<file path="config.mk">
export PLATFORM = sky130hd
export DESIGN_NAME = dma_channel
export DESIGN_NICKNAME = d
export VERILOG_FILES = /design/src/rtl/dma_chan_pkg.sv /design/src/rtl/dma_chan_seq.sv /design/src/rtl/dma_chan_addr.sv /design/src/rtl/dma_chan_data.sv /design/src/rtl/dma_channel.sv
export SDC_FILE = /design/constraint.sdc
export NUM_CORES = 1
export LEC_CHECK = 0
export ABC_AREA = 1
export BUFFER_PORTS_ARGS = -buffer_cell sky130_fd_sc_hd__buf_4
export CAP_MARGIN = 40
export CORE_MARGIN = 8
export CORE_UTILIZATION = 50
export DETAILED_ROUTE_END_ITERATION = 7
export GPL_TIMING_DRIVEN = 0
export PLACE_DENSITY = 0.91
export REMOVE_ABC_BUFFERS = 1
export SLEW_MARGIN = 20
export SYNTH_ARGS = -nofsm -noshare
export SYNTH_HDL_FRONTEND = slang
export SYNTH_SLANG_ARGS = --single-unit
</file>
<file path="constraint.sdc">
create_clock -name clk -period 2.85 [get_ports clk]
set_clock_uncertainty 0.15 [all_clocks]
set_input_delay 0.285 -clock clk [delete_from_list [all_inputs] [get_ports clk]]
set_output_delay 0.285 -clock clk [all_outputs]
set_load 0.03 [all_outputs]
</file>
<file path="src/rtl/dma_chan_pkg.sv">
package dma_chan_pkg;

  typedef enum logic [1:0] {
    ST_IDLE = 2'd0,
    ST_RD   = 2'd1,
    ST_WR   = 2'd2
  } dma_state_t;

  localparam logic [1:0] AM_INC  = 2'b00;
  localparam logic [1:0] AM_FIX  = 2'b01;
  localparam logic [1:0] AM_PIND = 2'b10;

endpackage

</file>
<file path="src/rtl/dma_chan_seq.sv">
module dma_chan_seq
  import dma_chan_pkg::*;
#(
  parameter int CW = 10
) (
  input  logic          clk,
  input  logic          rst_n,
  input  logic          enable,
  input  logic          req,
  input  logic [CW-1:0] xfer_count,
  output dma_state_t    state_o,
  output logic          start_o,
  output logic          use_pend_o,
  output logic          pend_ld_o,
  output logic          adv_o,
  output logic          last_o,
  output logic          done_o
);

  dma_state_t    st_q, st_n;
  logic          pend_q, pend_n;
  logic [CW-1:0] cnt_q, cnt_n;
  logic          done_q, done_n;
  logic          last;

  assign last = ((cnt_q + CW'(1)) == xfer_count);

  always_comb begin
    st_n       = st_q;
    pend_n     = pend_q;
    cnt_n      = cnt_q;
    done_n     = 1'b0;
    start_o    = 1'b0;
    use_pend_o = 1'b0;
    pend_ld_o  = 1'b0;
    if (!enable) begin
      st_n   = ST_IDLE;
      pend_n = 1'b0;
      cnt_n  = '0;
    end else begin
      unique case (st_q)
        ST_IDLE: begin
          if (req) begin
            st_n    = ST_RD;
            start_o = 1'b1;
          end
        end
        ST_RD: begin
          st_n = ST_WR;
          if (req) begin
            pend_n    = 1'b1;
            pend_ld_o = 1'b1;
          end
        end
        ST_WR: begin
          cnt_n  = last ? '0 : cnt_q + CW'(1);
          done_n = last;
          if (pend_q || req) begin
            st_n       = ST_RD;
            start_o    = 1'b1;
            use_pend_o = pend_q;
          end else begin
            st_n = ST_IDLE;
          end
          pend_n    = pend_q & req;
          pend_ld_o = pend_q & req;
        end
        default: st_n = ST_IDLE;
      endcase
    end
  end

  always_ff @(posedge clk or negedge rst_n) begin
    if (!rst_n) begin
      st_q   <= ST_IDLE;
      pend_q <= 1'b0;
      cnt_q  <= '0;
      done_q <= 1'b0;
    end else begin
      st_q   <= st_n;
      pend_q <= pend_n;
      cnt_q  <= cnt_n;
      done_q <= done_n;
    end
  end

  assign state_o = st_q;
  assign adv_o   = enable && (st_q == ST_WR);
  assign last_o  = last;
  assign done_o  = done_q;


  wr_after_rd_chk: assert property (@(posedge clk) disable iff (!rst_n)
    (st_q == ST_WR) |-> $past(st_q == ST_RD));


  pend_capture_chk: assert property (@(posedge clk) disable iff (!rst_n)
    (enable && req && st_q == ST_RD) |=> pend_q);


  done_after_wr_chk: assert property (@(posedge clk) disable iff (!rst_n)
    done_q |-> $past(st_q == ST_WR));


  cnt_bound_chk: assert property (@(posedge clk) disable iff (!rst_n)
    (enable && $past(enable) && xfer_count != '0 && $stable(xfer_count)) |-> (cnt_q < xfer_count));

endmodule

</file>
<file path="src/rtl/dma_chan_addr.sv">
module dma_chan_addr
  import dma_chan_pkg::*;
#(
  parameter int AW = 11
) (
  input  logic          clk,
  input  logic          rst_n,
  input  logic          enable,
  input  logic          size_byte,
  input  logic [1:0]    addr_mode,
  input  logic [AW-1:0] ram_base,
  input  logic [AW-1:0] req_offset,
  input  logic          start,
  input  logic          use_pend,
  input  logic          pend_ld,
  input  logic          adv,
  input  logic          last,
  output logic [AW-1:0] eff_addr
);

  logic [AW-1:0] addr_q, addr_n;
  logic [AW-1:0] off_q, off_n;
  logic [AW-1:0] poff_q, poff_n;
  logic [AW-1:0] step;
  logic [AW-1:0] base_sel;

  assign step = size_byte ? AW'(1) : AW'(2);

  always_comb begin
    addr_n = addr_q;
    off_n  = off_q;
    poff_n = poff_q;
    if (!enable) begin
      addr_n = ram_base;
    end else if (adv) begin
      if (last)                    addr_n = ram_base;
      else if (addr_mode == AM_INC) addr_n = addr_q + step;
    end
    if (start)   off_n  = use_pend ? poff_q : req_offset;
    if (pend_ld) poff_n = req_offset;
  end

  always_ff @(posedge clk or negedge rst_n) begin
    if (!rst_n) begin
      addr_q <= '0;
      off_q  <= '0;
      poff_q <= '0;
    end else begin
      addr_q <= addr_n;
      off_q  <= off_n;
      poff_q <= poff_n;
    end
  end

  assign base_sel = (addr_mode == AM_PIND) ? (ram_base | off_q) : addr_q;
  assign eff_addr = size_byte ? base_sel : {base_sel[AW-1:1], 1'b0};


  post_inc_chk: assert property (@(posedge clk) disable iff (!rst_n)
    (enable && adv && !last && addr_mode == AM_INC) |=> (addr_q == $past(addr_q) + $past(step)));


  fixed_addr_chk: assert property (@(posedge clk) disable iff (!rst_n)
    (enable && adv && !last && addr_mode != AM_INC) |=> $stable(addr_q));


  reload_chk: assert property (@(posedge clk) disable iff (!rst_n)
    (enable && adv && last) |=> (addr_q == $past(ram_base)));

endmodule

</file>
<file path="src/rtl/dma_chan_data.sv">
module dma_chan_data
  import dma_chan_pkg::*;
#(
  parameter int DW = 16
) (
  input  logic          clk,
  input  logic          rst_n,
  input  logic          enable,
  input  dma_state_t    state,
  input  logic          size_byte,
  input  logic          dir_to_per,
  input  logic          null_wr,
  input  logic [DW-1:0] ram_rdata,
  input  logic [DW-1:0] per_rdata,
  input  logic          ram_conflict,
  input  logic          per_conflict,
  output logic          ram_rd,
  output logic          ram_wr,
  output logic          per_rd,
  output logic          per_wr,
  output logic [DW-1:0] ram_wdata,
  output logic [DW-1:0] per_wdata,
  output logic          col_ram,
  output logic          col_per
);

  logic [DW-1:0] data_q, data_n;
  logic [DW-1:0] src;
  logic          cram_q, cram_n;
  logic          cper_q, cper_n;
  logic          in_rd, in_wr;

  assign in_rd = enable && (state == ST_RD);
  assign in_wr = enable && (state == ST_WR);

  assign ram_rd = in_rd &  dir_to_per;
  assign per_rd = in_rd & ~dir_to_per;
  assign ram_wr = in_wr & ~dir_to_per;
  assign per_wr = in_wr & (dir_to_per | null_wr);

  assign src = dir_to_per ? ram_rdata : per_rdata;

  always_comb begin
    data_n = data_q;
    if (in_rd) data_n = size_byte ? {{(DW-8){1'b0}}, src[7:0]} : src;
    cram_n = enable && (cram_q || (ram_wr && ram_conflict));
    cper_n = enable && (cper_q || (per_wr && per_conflict));
  end

  always_ff @(posedge clk or negedge rst_n) begin
    if (!rst_n) begin
      data_q <= '0;
      cram_q <= 1'b0;
      cper_q <= 1'b0;
    end else begin
      data_q <= data_n;
      cram_q <= cram_n;
      cper_q <= cper_n;
    end
  end

  assign ram_wdata = data_q;
  assign per_wdata = dir_to_per ? data_q : '0;
  assign col_ram   = cram_q;
  assign col_per   = cper_q;


  col_ram_sticky_chk: assert property (@(posedge clk) disable iff (!rst_n)
    (enable && cram_q) |=> cram_q);


  col_per_sticky_chk: assert property (@(posedge clk) disable iff (!rst_n)
    (enable && cper_q) |=> cper_q);


  one_ram_strobe_chk: assert property (@(posedge clk) disable iff (!rst_n)
    $onehot0({ram_rd, ram_wr}));

endmodule

</file>
<file path="src/rtl/dma_channel.sv">
module dma_channel
  import dma_chan_pkg::*;
#(
  parameter int AW = 11,
  parameter int PW = 11,
  parameter int CW = 10,
  parameter int DW = 16
) (
  input  logic          clk,
  input  logic          rst_n,
  input  logic          enable,
  input  logic          size_byte,
  input  logic          dir_to_per,
  input  logic [1:0]    addr_mode,
  input  logic          null_wr,
  input  logic [AW-1:0] ram_base,
  input  logic [PW-1:0] per_addr_cfg,
  input  logic [CW-1:0] xfer_count,
  input  logic          req,
  input  logic [AW-1:0] req_offset,
  output logic [AW-1:0] ram_addr,
  output logic          ram_rd,
  output logic          ram_wr,
  output logic [DW-1:0] ram_wdata,
  input  logic [DW-1:0] ram_rdata,
  output logic [PW-1:0] per_addr,
  output logic          per_rd,
  output logic          per_wr,
  output logic [DW-1:0] per_wdata,
  input  logic [DW-1:0] per_rdata,
  input  logic          ram_conflict,
  input  logic          per_conflict,
  output logic          done,
  output logic          col_ram,
  output logic          col_per
);

  dma_state_t state;
  logic       start, use_pend, pend_ld, adv, last;

  dma_chan_seq #(.CW(CW)) u_seq (
    .clk        (clk),
    .rst_n      (rst_n),
    .enable     (enable),
    .req        (req),
    .xfer_count (xfer_count),
    .state_o    (state),
    .start_o    (start),
    .use_pend_o (use_pend),
    .pend_ld_o  (pend_ld),
    .adv_o      (adv),
    .last_o     (last),
    .done_o     (done)
  );

  dma_chan_addr #(.AW(AW)) u_addr (
    .clk        (clk),
    .rst_n      (rst_n),
    .enable     (enable),
    .size_byte  (size_byte),
    .addr_mode  (addr_mode),
    .ram_base   (ram_base),
    .req_offset (req_offset),
    .start      (start),
    .use_pend   (use_pend),
    .pend_ld    (pend_ld),
    .adv        (adv),
    .last       (last),
    .eff_addr   (ram_addr)
  );

  dma_chan_data #(.DW(DW)) u_data (
    .clk          (clk),
    .rst_n        (rst_n),
    .enable       (enable),
    .state        (state),
    .size_byte    (size_byte),
    .dir_to_per   (dir_to_per),
    .null_wr      (null_wr),
    .ram_rdata    (ram_rdata),
    .per_rdata    (per_rdata),
    .ram_conflict (ram_conflict),
    .per_conflict (per_conflict),
    .ram_rd       (ram_rd),
    .ram_wr       (ram_wr),
    .per_rd       (per_rd),
    .per_wr       (per_wr),
    .ram_wdata    (ram_wdata),
    .per_wdata    (per_wdata),
    .col_ram      (col_ram),
    .col_per      (col_per)
  );

  assign per_addr = per_addr_cfg;


  idle_quiet_chk: assert property (@(posedge clk) disable iff (!rst_n)
    !enable |-> !(ram_rd || ram_wr || per_rd || per_wr));

endmodule

</file>
==> results of run 1 <==
stage by stage:
step                      worst slack, ns  total power [W]  hold slack, ns
after floorplan                     0.440          0.00254          -0.161
after global placement             -0.222          0.00315           0.278
after detailed placement           -0.323          0.00323           0.280
after CTS                          0.0360          0.00406         0.00214
after global routing               -0.159          0.00431         0.00264
final                              0.0306          0.00406          0.0106
worst min-delay path, stage by stage:
cell     delay (ns)
buf_4          0.08
nand2_1        0.04
nand3_1        0.07
what timing repair did:
action,in CTS,in global routing
hold buffers,7,0
setup endpoints to repair,11,13
gates resized for setup,2,1
endpoints found under the hold margin,71,0
where the power goes:
part           leakage, nW  switching (W)  internal (W)
combinational         1.87        0.00104      0.000682
sequential           0.817       0.000266       0.00125
clock                0.107       0.000384      0.000431
logic make-up (layout without fill, tap and decap cells):
family | count (synthesis) | count (layout) | share of synthesized area
and+or+nand+nor | 309 | 309 | 0.328
buffers and inverters | 94 | 215 | 0.103
DFF | 65 | 65 | 0.404
AOI/OAI and AO/OA | 64 | 64 | 0.0907
muxes | 11 | 11 | 0.0308
adders and majority gates | 8 | 8 | 0.0267
xor gates and xnor gates | 8 | 8 | 0.0174
synthesized netlist by cell type, drive strengths merged, types with 4 or more instances:
| library cell | n | area share |
|---|---|---|
| dfrtp | 65 | 0.40 |
| nand3 | 55 | 0.070 |
| a31oi | 11 | 0.017 |
| nor2 | 55 | 0.059 |
| mux2 | 11 | 0.031 |
| o31ai | 8 | 0.015 |
| o22ai | 4 | 0.0062 |
| buf | 18 | 0.032 |
| inv | 65 | 0.061 |
| xor2 | 7 | 0.015 |
| ha | 7 | 0.022 |
| nand2 | 188 | 0.18 |
| clkbuf | 10 | 0.0093 |
| nor3 | 4 | 0.0050 |
| a21oi | 8 | 0.011 |
| o21ai | 32 | 0.040 |
cell type report:
class / count / area share
well taps: 102 / 0.0243
repair buffers: 133 / 0.198
clock inverters: 6 / 0.0127
clock buffers: 10 / 0.0263
flip-flops and latches: 65 / 0.310
multi-input cells: 400 / 0.381
inverters: 66 / 0.0480
layer usage:
layer	track usage	up-vias	part of all wire
met2	0.362	168	0.52
met3	0.0566	27	0.077
met1	0.245	1933	0.38
li1	-	2005	-
met5	0	-	0
met4	0.0965	0	0.028
sequential cells by signal, summed over array words and instances (netlist names):
register / count
u_seq.cnt_q: 10
u_addr.poff_q: 11
u_data.col_ram: 1
u_data.col_per: 1
u_addr.addr_q: 11
u_seq.state_o: 2
u_seq.done_o: 1
u_data.ram_wdata: 16
u_seq.pend_q: 1
u_addr.off_q: 11
worst max path at each step:
stage	endpoint	slack, ns	cells after the start	from
2_1_floorplan	u_addr.off_q[0]	0.44	10	u_seq.state_o[0]
4_1_cts	per_rd	0.04	5	u_seq.state_o[1]
3_5_place_dp	u_addr.off_q[7]	-0.32	10	u_seq.state_o[0]
5_1_grt	ram_rd	-0.16	5	u_seq.state_o[1]
3_3_place_gp	u_addr.off_q[0]	-0.22	10	u_seq.state_o[0]
6_report	per_rd	0.03	5	u_seq.state_o[1]
==> results.toml, run 1 <==
[cts]
postCtsSetupBuffers = 0
cts.htree.levels = 3
clk_pin_slew_ns = 0.08
clockBufferDepth = 2
cts_made_buffers = 9
cts-root-buf = "clkbuf_8"
clk_latency_ns = 0.34
tritoncts = "yes"
clock-sinks = 65

[min_path]
holdPathEnd = "u_data.ram_wdata[4]"
min_path_cells = 3
hold_start = "ram_rdata[4]"
hp-class = "in -> reg"

[power_and_ir_drop]
leakage_nw = 2.79
peakVddDrop_mv = 0.509
power_density_nw_per_um2 = 774

[final_layout]
final_area_sq_um = 5240
multi_input_area_sq_um = 2000
final_nets = 769
areaGrowthSynthToFinish_pct = 30.1
fill_cells = 632
drive_gt1_frac = 0.251
final_util = 0.675
final_cell_mix = "185 x nand2_1, 125 x buf_4, 65 x dfrtp_1"
register_area_sq_um = 1630
antennaDiodeCount = 0
fin_cells = 782
layout_commonest_cell = "nand2_1"

[sta]
rsz0062_at_grt = "yes"
fin_crit_ns = 2.82
relSlewSlack = 0.565
max_freq_ghz = 0.355
post-route-period-util = 0.989
setup_viol_count_final = 0
drv_slew = 0
tns_ns = 0
tightestPinTransition_ns = 0.650
hold_viol = 0

[setup_path]
crit_fanout = 19
crit_slowest_cell = "nor2_1"
ff2ff_path_depth = 10
crit_buf_inv = 2
path_cells = "inv_1, ha_1, nand2_1, nor2_1, buf_4"
worstPathRequired_ns = 2.41
cp-end-kind = "output port"
timing.rr.start = "u_seq.state_o[0]"
arrival_ns = 2.38
crit_family = "simple AND/OR/NAND/NOR gates"
slowest_delay_ns = 0.66
reg2reg_to = "u_addr.off_q[9]"
regToRegSetupSlack_ns = 0.24
crit_type = "reg -> out"
startpoint_type = "flop"

[floorplanning]
coreArea_sq_um = 7770
initial_core_util = 0.519
die_h_um = 106
io_pins = 147
num_rows = 32
die_x_um = 106
dieArea_sq_um = 11200

[detailed_routing]
drt-vias-per-instance = 5.29
drc = 0
dr.first_iter.drc_count = 222
vias = 4133
drtAntennaViolNets = 0
wirelength_mm = 11.9
wire_per_inst_um = 15.2
firstDrtPassIters = 5

[synth]
synth_edf_count = 0
seq_area_frac_synth = 0.404
synth_area_sq_um = 4030
yosysWarningCount = 0
postSynthAreaPerCell_sq_um = 7.21
netlist_instances = 559
async_flop_share = 1.00
ys_seq_elements = 65
synthDistinctLibCells = 36
synth_ff_type = "dfrtp_1"

[placed_design]
port_buffers = 124
placed_area_sq_um = 4930
place_congestion = 0.908
post-place-cells = 758
hpwl_mm = 8.88

[global_routing]
antenna_found_initial = 0
grt_pass1_vias = 4214
grt-ovfl-total = 0
grt_first_pass_wirelength_mm = 19.6
grt_start_max_net_pins = 66
gr-usage-all-layers = 0.213

[job]
drv_cap = 0

[outcome]
status = "completed"
Note: power is estimated with default switching activity, not from simulation.
==> run 2: changes to the inputs <==
--- a/config.mk
+++ b/config.mk
@@ -11,7 +11,6 @@
 export CORE_MARGIN = 8
 export CORE_UTILIZATION = 50
 export DETAILED_ROUTE_END_ITERATION = 7
-export GPL_TIMING_DRIVEN = 0
 export PLACE_DENSITY = 0.91
 export REMOVE_ABC_BUFFERS = 1
 export SLEW_MARGIN = 20
==> run 2 against run 1 <==
Combinational power is essentially flat; cell area up 0.53%; clock power fell by 3.6%; count of clock-buffer cells in the layout shrank 1; first-iteration DRC count grew 12%; die area unchanged; cell count rose by 0.77%; via count is 1.3% higher; sequential power is essentially flat; core utilization grew 0.35 points; critical path depth up 7.
==> results.toml, run 2 (synthesis results as in run 1) <==
[setup_path]
timing.rr.start = "u_seq.cnt_q[0]"
startpoint_type = "flop"
arrival_ns = 2.61
slowest_delay_ns = 0.43
path_cells = "ha_1, inv_1, or2_2, nand3_1, nor2_1, nand2_1, nor2_1, nand4_4, nand2_4, inv_1, nand3_1, o21ai_0"
crit_type = "reg -> reg"
crit_slowest_cell = "dfrtp_1"
crit_fanout = 16
ff2ff_path_depth = 12
reg2reg_to = "u_seq.cnt_q[5]"
worstPathRequired_ns = 2.92
regToRegSetupSlack_ns = 0.32
cp-end-kind = "flop"

[power_and_ir_drop]
leakage_nw = 2.82
switching_share = 0.419
p_switching_w = 0.00169
p_int_w = 0.00235
power_density_nw_per_um2 = 766
clkPwrFrac = 0.195
peakVddDrop_mv = 0.457
seq_power_share = 0.375
power.share.combinational = 0.431

[floorplanning]
dieArea_sq_um = 11200
io_pins = 147
num_rows = 32
coreArea_sq_um = 7770
die_x_um = 106
initial_core_util = 0.519
die_h_um = 106

[sta]
rsz0062_at_grt = "no"
relSlewSlack = 0.631
fin_ws_ns = 0.319
max_freq_ghz = 0.395
setup_viol_count_final = 0
tightestPinTransition_ns = 0.553
hold_viol = 0
post-route-period-util = 0.888
fin_crit_ns = 2.53
tns_ns = 0
drv_slew = 0

[placed_design]
port_buffers = 124
place_congestion = 0.865
hpwl_mm = 9.13
dp_slack_ns = 0.371

[detailed_routing]
vias = 4187
wl_met3_um = 948
drt-vias-per-instance = 5.31
drc = 0
wire_per_inst_um = 15.2
met1_length_mm = 4.59
firstDrtPassIters = 5
highest_layer = "met4"
dr.first_iter.drc_count = 248
wirelength_mm = 12.0
wl_met2_mm = 6.17
drtAntennaViolNets = 0

[global_routing]
antenna_found_initial = 0
grt_first_pass_wirelength_mm = 19.7
grt-ovfl-total = 0
gr-usage-all-layers = 0.214
grt_pass1_vias = 4143
grt_start_max_net_pins = 66

[cts]
cts_resized = 0
clock-sinks = 65
clockBufferDepth = 2
cts-root-buf = "clkbuf_8"
cts.htree.levels = 3
cts_made_buffers = 9
postCtsSetupBuffers = 0
clk_latency_ns = 0.34
clk_pin_slew_ns = 0.08
tritoncts = "yes"

[job]
drv_cap = 0

[final_layout]
antennaDiodeCount = 0
final_cell_mix = "185 x nand2_1, 130 x buf_4, 65 x dfrtp_1"
fill_cells = 640
layout_commonest_cell = "nand2_1"
final_nets = 775
drive_gt1_frac = 0.254
largest_reg_flops = 16
areaGrowthSynthToFinish_pct = 30.8

[min_path]
holdPathEnd = "u_data.ram_wdata[5]"
hp-class = "in -> reg"
hold_start = "ram_rdata[5]"
min_path_cells = 3

[outcome]
status = "completed"
## run 2: worst max path at each step
stage / startpoint / endpoint / slack, ns / cells past startpoint
2_1_floorplan: u_seq.state_o[0] / u_addr.off_q[0] / 0.44 / 10
3_3_place_gp: u_seq.cnt_q[0] / u_seq.cnt_q[5] / 0.49 / 12
3_5_place_dp: u_seq.cnt_q[0] / u_seq.cnt_q[5] / 0.37 / 12
4_1_cts: u_seq.cnt_q[0] / u_seq.cnt_q[5] / 0.34 / 12
5_1_grt: u_seq.cnt_q[1] / u_addr.addr_q[7] / 0.22 / 15
6_report: u_seq.cnt_q[0] / u_seq.cnt_q[5] / 0.32 / 12
## run 2: cell type report
type                       count  area [sq um]  share of cell area
multi-input combinational    400          1990               0.377
clock buffer                   9           124              0.0235
inverter                      66           248              0.0470
sequential                    65          1630               0.309
timing repair buffer         139          1080               0.206
clock inverter                 7          71.3              0.0135
tap                          102           128              0.0242
## run 2: per-layer routing
layer	GRT usage	vias up
li1	-	2017
met5	0	-
met3	0.0572	28
met4	0.0894	0
met2	0.371	193
met1	0.243	1949
## run 2: repair_timing
| action | CTS | global route |
|---|---|---|
| endpoints found under the setup margin | 0 | 0 |
| hold buffers | 8 | 0 |
| endpoints found under the hold margin | 72 | 0 |
## run 2: worst max-delay path: cells and delay by family (launching register included)
kind,cells,cell delay (ns)
buffers and inverters,2,0.21
adder cells (fa/ha/maj),1,0.32
flip-flops,1,0.43
AND/OR/NAND/NOR,8,1.22
AO/OA/AOI/OAI,1,0.08
## run 2: power groups by stage
stage | Sequential (W) | Combinational (W) | Clock (W)
after global routing | 0.00155 | 0.00189 | 0.000828
after CTS | 0.00150 | 0.00174 | 0.000795
after detailed placement | 0.00152 | 0.00173 | 0
after global placement | 0.00150 | 0.00167 | 0
after floorplan | 0.00166 | 0.000882 | 0
final | 0.00151 | 0.00174 | 0.000786
## run 2: metrics by stage
step | cells | utilization | total power [W] | hold WS (ns) | cell area, sq um
finish | 788 | 0.678 | 0.00404 | 0.00436 | 5270
CTS | 787 | 0.675 | 0.00404 | 0.000328 | 5240
detailed placement | 763 | 0.639 | 0.00325 | 0.286 | 4970
global placement | 763 | 0.639 | 0.00317 | 0.269 | 4970
floorplan | 531 | - | 0.00254 | -0.161 | 3860
global route | 788 | 0.678 | 0.00427 | 0.00131 | 5270
==> run 3: changes to the inputs <==
--- a/config.mk
+++ b/config.mk
@@ -5,7 +5,6 @@
 export SDC_FILE = /design/constraint.sdc
 export NUM_CORES = 1
 export LEC_CHECK = 0
-export ABC_AREA = 1
 export BUFFER_PORTS_ARGS = -buffer_cell sky130_fd_sc_hd__buf_4
 export CAP_MARGIN = 40
 export CORE_MARGIN = 8
==> run 3 against run 2 <==
Cell area down 1.9%; die area decreased by 1.6%; sequential share of layout area rose by 0.67 points; largest power group is now registers; core utilization is 0.60 points lower; sequential power fell by 15%; global-route usage decreased by 1.5 points.
==> results.toml, run 3 <==
[synth]
synth_area_leader_cell = "dfrtp_1"
synth_area_sq_um = 3950
async_flop_share = 1.00
postSynthAreaPerCell_sq_um = 9.08
synth_most_common_cell = "dfrtp_1"
netlist_instances = 435
ys_seq_elements = 65
seq_area_frac_synth = 0.412
synth_edf_count = 0
synth_top_area_share = 0.412
synth_area_leaders = "dfrtp_1 41%, mux2i_1 7.9%, mux2_2 4.8%, o21ai_0 4.7%, nand2_1 3.8%"
yosysWarningCount = 0
synthDistinctLibCells = 54
synth_ff_type = "dfrtp_1"
synth_common_cells = "65 x dfrtp_1, 40 x nand2_1, 40 x nor2_1"

[detailed_routing]
wire_per_inst_um = 16.9
drt-vias-per-instance = 5.56
vias = 3656
drc = 0
dr.first_iter.drc_count = 148
firstDrtPassIters = 4
wirelength_mm = 11.1
drtAntennaViolNets = 0

[global_routing]
grt-ovfl-total = 0
grt_first_pass_wirelength_mm = 18.1
grt_pass1_vias = 3766
antenna_found_initial = 0
gr-usage-all-layers = 0.199
grt_start_max_net_pins = 66

[floorplanning]
coreArea_sq_um = 7690
num_rows = 32
dieArea_sq_um = 11000
die_h_um = 105
die_x_um = 105
initial_core_util = 0.514
io_pins = 147

[outcome]
status = "completed"

[final_layout]
largest_reg_flops = 16
final_area_sq_um = 5170
final_util = 0.672
final_cell_mix = "138 x buf_4, 62 x dfrtp_1, 40 x nor2_1, 40 x nand2_1, 37 x o21ai_0"
layout_commonest_cell = "buf_4"
areaGrowthSynthToFinish_pct = 30.8
final_nets = 647
drive_gt1_frac = 0.333
antennaDiodeCount = 0

[cts]
cts.htree.levels = 3
clock-sinks = 65
clk_latency_ns = 0.34
cts_made_buffers = 9
cts-root-buf = "clkbuf_8"
clockBufferDepth = 2
clk_pin_slew_ns = 0.07
tritoncts = "yes"

[sta]
setup_viol_count_final = 0
max_freq_ghz = 0.362
tightestPinTransition_ns = 0.726
relSlewSlack = 0.516
drv_slew = 0
fin_crit_ns = 2.76
rsz0062_at_grt = "no"
post-route-period-util = 0.970
hold_viol = 0

[min_path]
hp-class = "in -> reg"
min_path_cells = 2

[setup_path]
startpoint_type = "flop"
crit_type = "reg -> reg"
arrival_ns = 2.85
ff2ff_path_depth = 6
cp-end-kind = "flop"
crit_fanout = 6
worstPathRequired_ns = 2.93

[power_and_ir_drop]
power_density_nw_per_um2 = 594
finalPower_w = 0.00307
leakage_nw = 2.54
peakVddDrop_mv = 0.410

[placed_design]
placed_area_sq_um = 4910
hpwl_mm = 8.36
port_buffers = 124
place_congestion = 0.878

[job]
drv_cap = 0
-- run 3: changes by cell type in the layout (fill, tap and decap cells not counted), sizes merged, moves of 10 or more --
cell	change
nor2	-15
a21oi	+20
mux2i	+31
nand3	-42
nand2	-148
inv	-49
a31oi	-10
nor3	+14
and2	+17
buf	+10
-- run 3: worst max-delay path: stages (launching register included) --
cell	delay [ns]
dfrtp_1	0.46
xnor2_1	0.18
or4_1	0.43
a2111o_1	0.54
o21ai_4	0.25
mux2_2	0.36
mux2_2	0.26
-- run 3: final cells by class --
cell class | instances | area (sq um)
fill | 617 | 2520
clock inverter | 3 | 17.5
multi-input combinational | 319 | 2090
timing repair buffer | 142 | 1090
tap | 102 | 128
sequential | 65 | 1630
clock buffer | 11 | 151
inverter | 16 | 60.1
-- run 3: logic make-up after synthesis --
family | share of synthesized area
DFF | 0.412
buffers and inverters | 0.0652
adders and majority gates | 0.0272
muxes | 0.127
AOI/OAI and AO/OA | 0.150
xor gates and xnor gates | 0.0244
and+or+nand+nor | 0.194
-- run 3: timing repair --
item                                    in CTS  in global routing
hold buffers                                 1                  0
hold endpoints to repair                    65                  0
resized for setup                            0                  9
setup buffers                                0                  3
pin swaps                                    1                  3
endpoints found under the setup margin       2                 16
-- run 3: worst paths after layout --
| check | from | end | slack (ns) |
|---|---|---|---|
| worst max-delay path | u_seq.cnt_q[5] | u_addr.addr_q[1] | 0.09 |
| worst min-delay path | req_offset[5] | u_addr.poff_q[5] | 0.03 |
| worst max register to register | u_seq.cnt_q[5] | u_addr.addr_q[1] | 0.09 |
| worst min register to register | u_data.ram_wdata[6] | u_data.ram_wdata[6] | 0.36 |
| max in group asynchronous | rst_n | u_seq.cnt_q[3] | 1.76 |
| min in group asynchronous | rst_n | u_addr.off_q[0] | 0.23 |
-- run 3: metrics by stage --
| stage | TNS, ns | worst slack, ns | hold slack (ns) | cells |
|---|---|---|---|---|
| floorplan | -0.487 | -0.205 | -0.161 | 400 |
| global placement | 0 | 0.145 | 0.283 | 639 |
| detailed placement | -0.00809 | -0.00809 | 0.290 | 639 |
| CTS | 0 | 0.000851 | 0.0210 | 654 |
| global route | 0 | 0.00861 | 0.0274 | 658 |
| finish | 0 | 0.0860 | 0.0300 | 658 |
-- run 3: where the power goes --
group | internal (W) | total, W | switching [W] | leakage (nW)
clock | 0.000350 | 0.000703 | 0.000352 | 0.0871
combinational | 0.000472 | 0.00109 | 0.000615 | 1.64
sequential | 0.00112 | 0.00128 | 0.000157 | 0.811
total | 0.00194 | 0.00307 | 0.00112 | 2.54
-- run 3: per-layer routing --
layer	vias to the layer above	GRT usage	wire length, um
met5	-	0	0
met4	0	0.0826	229
met3	18	0.0682	778
met2	133	0.332	5690
met1	1758	0.228	4430
li1	1747	-	-
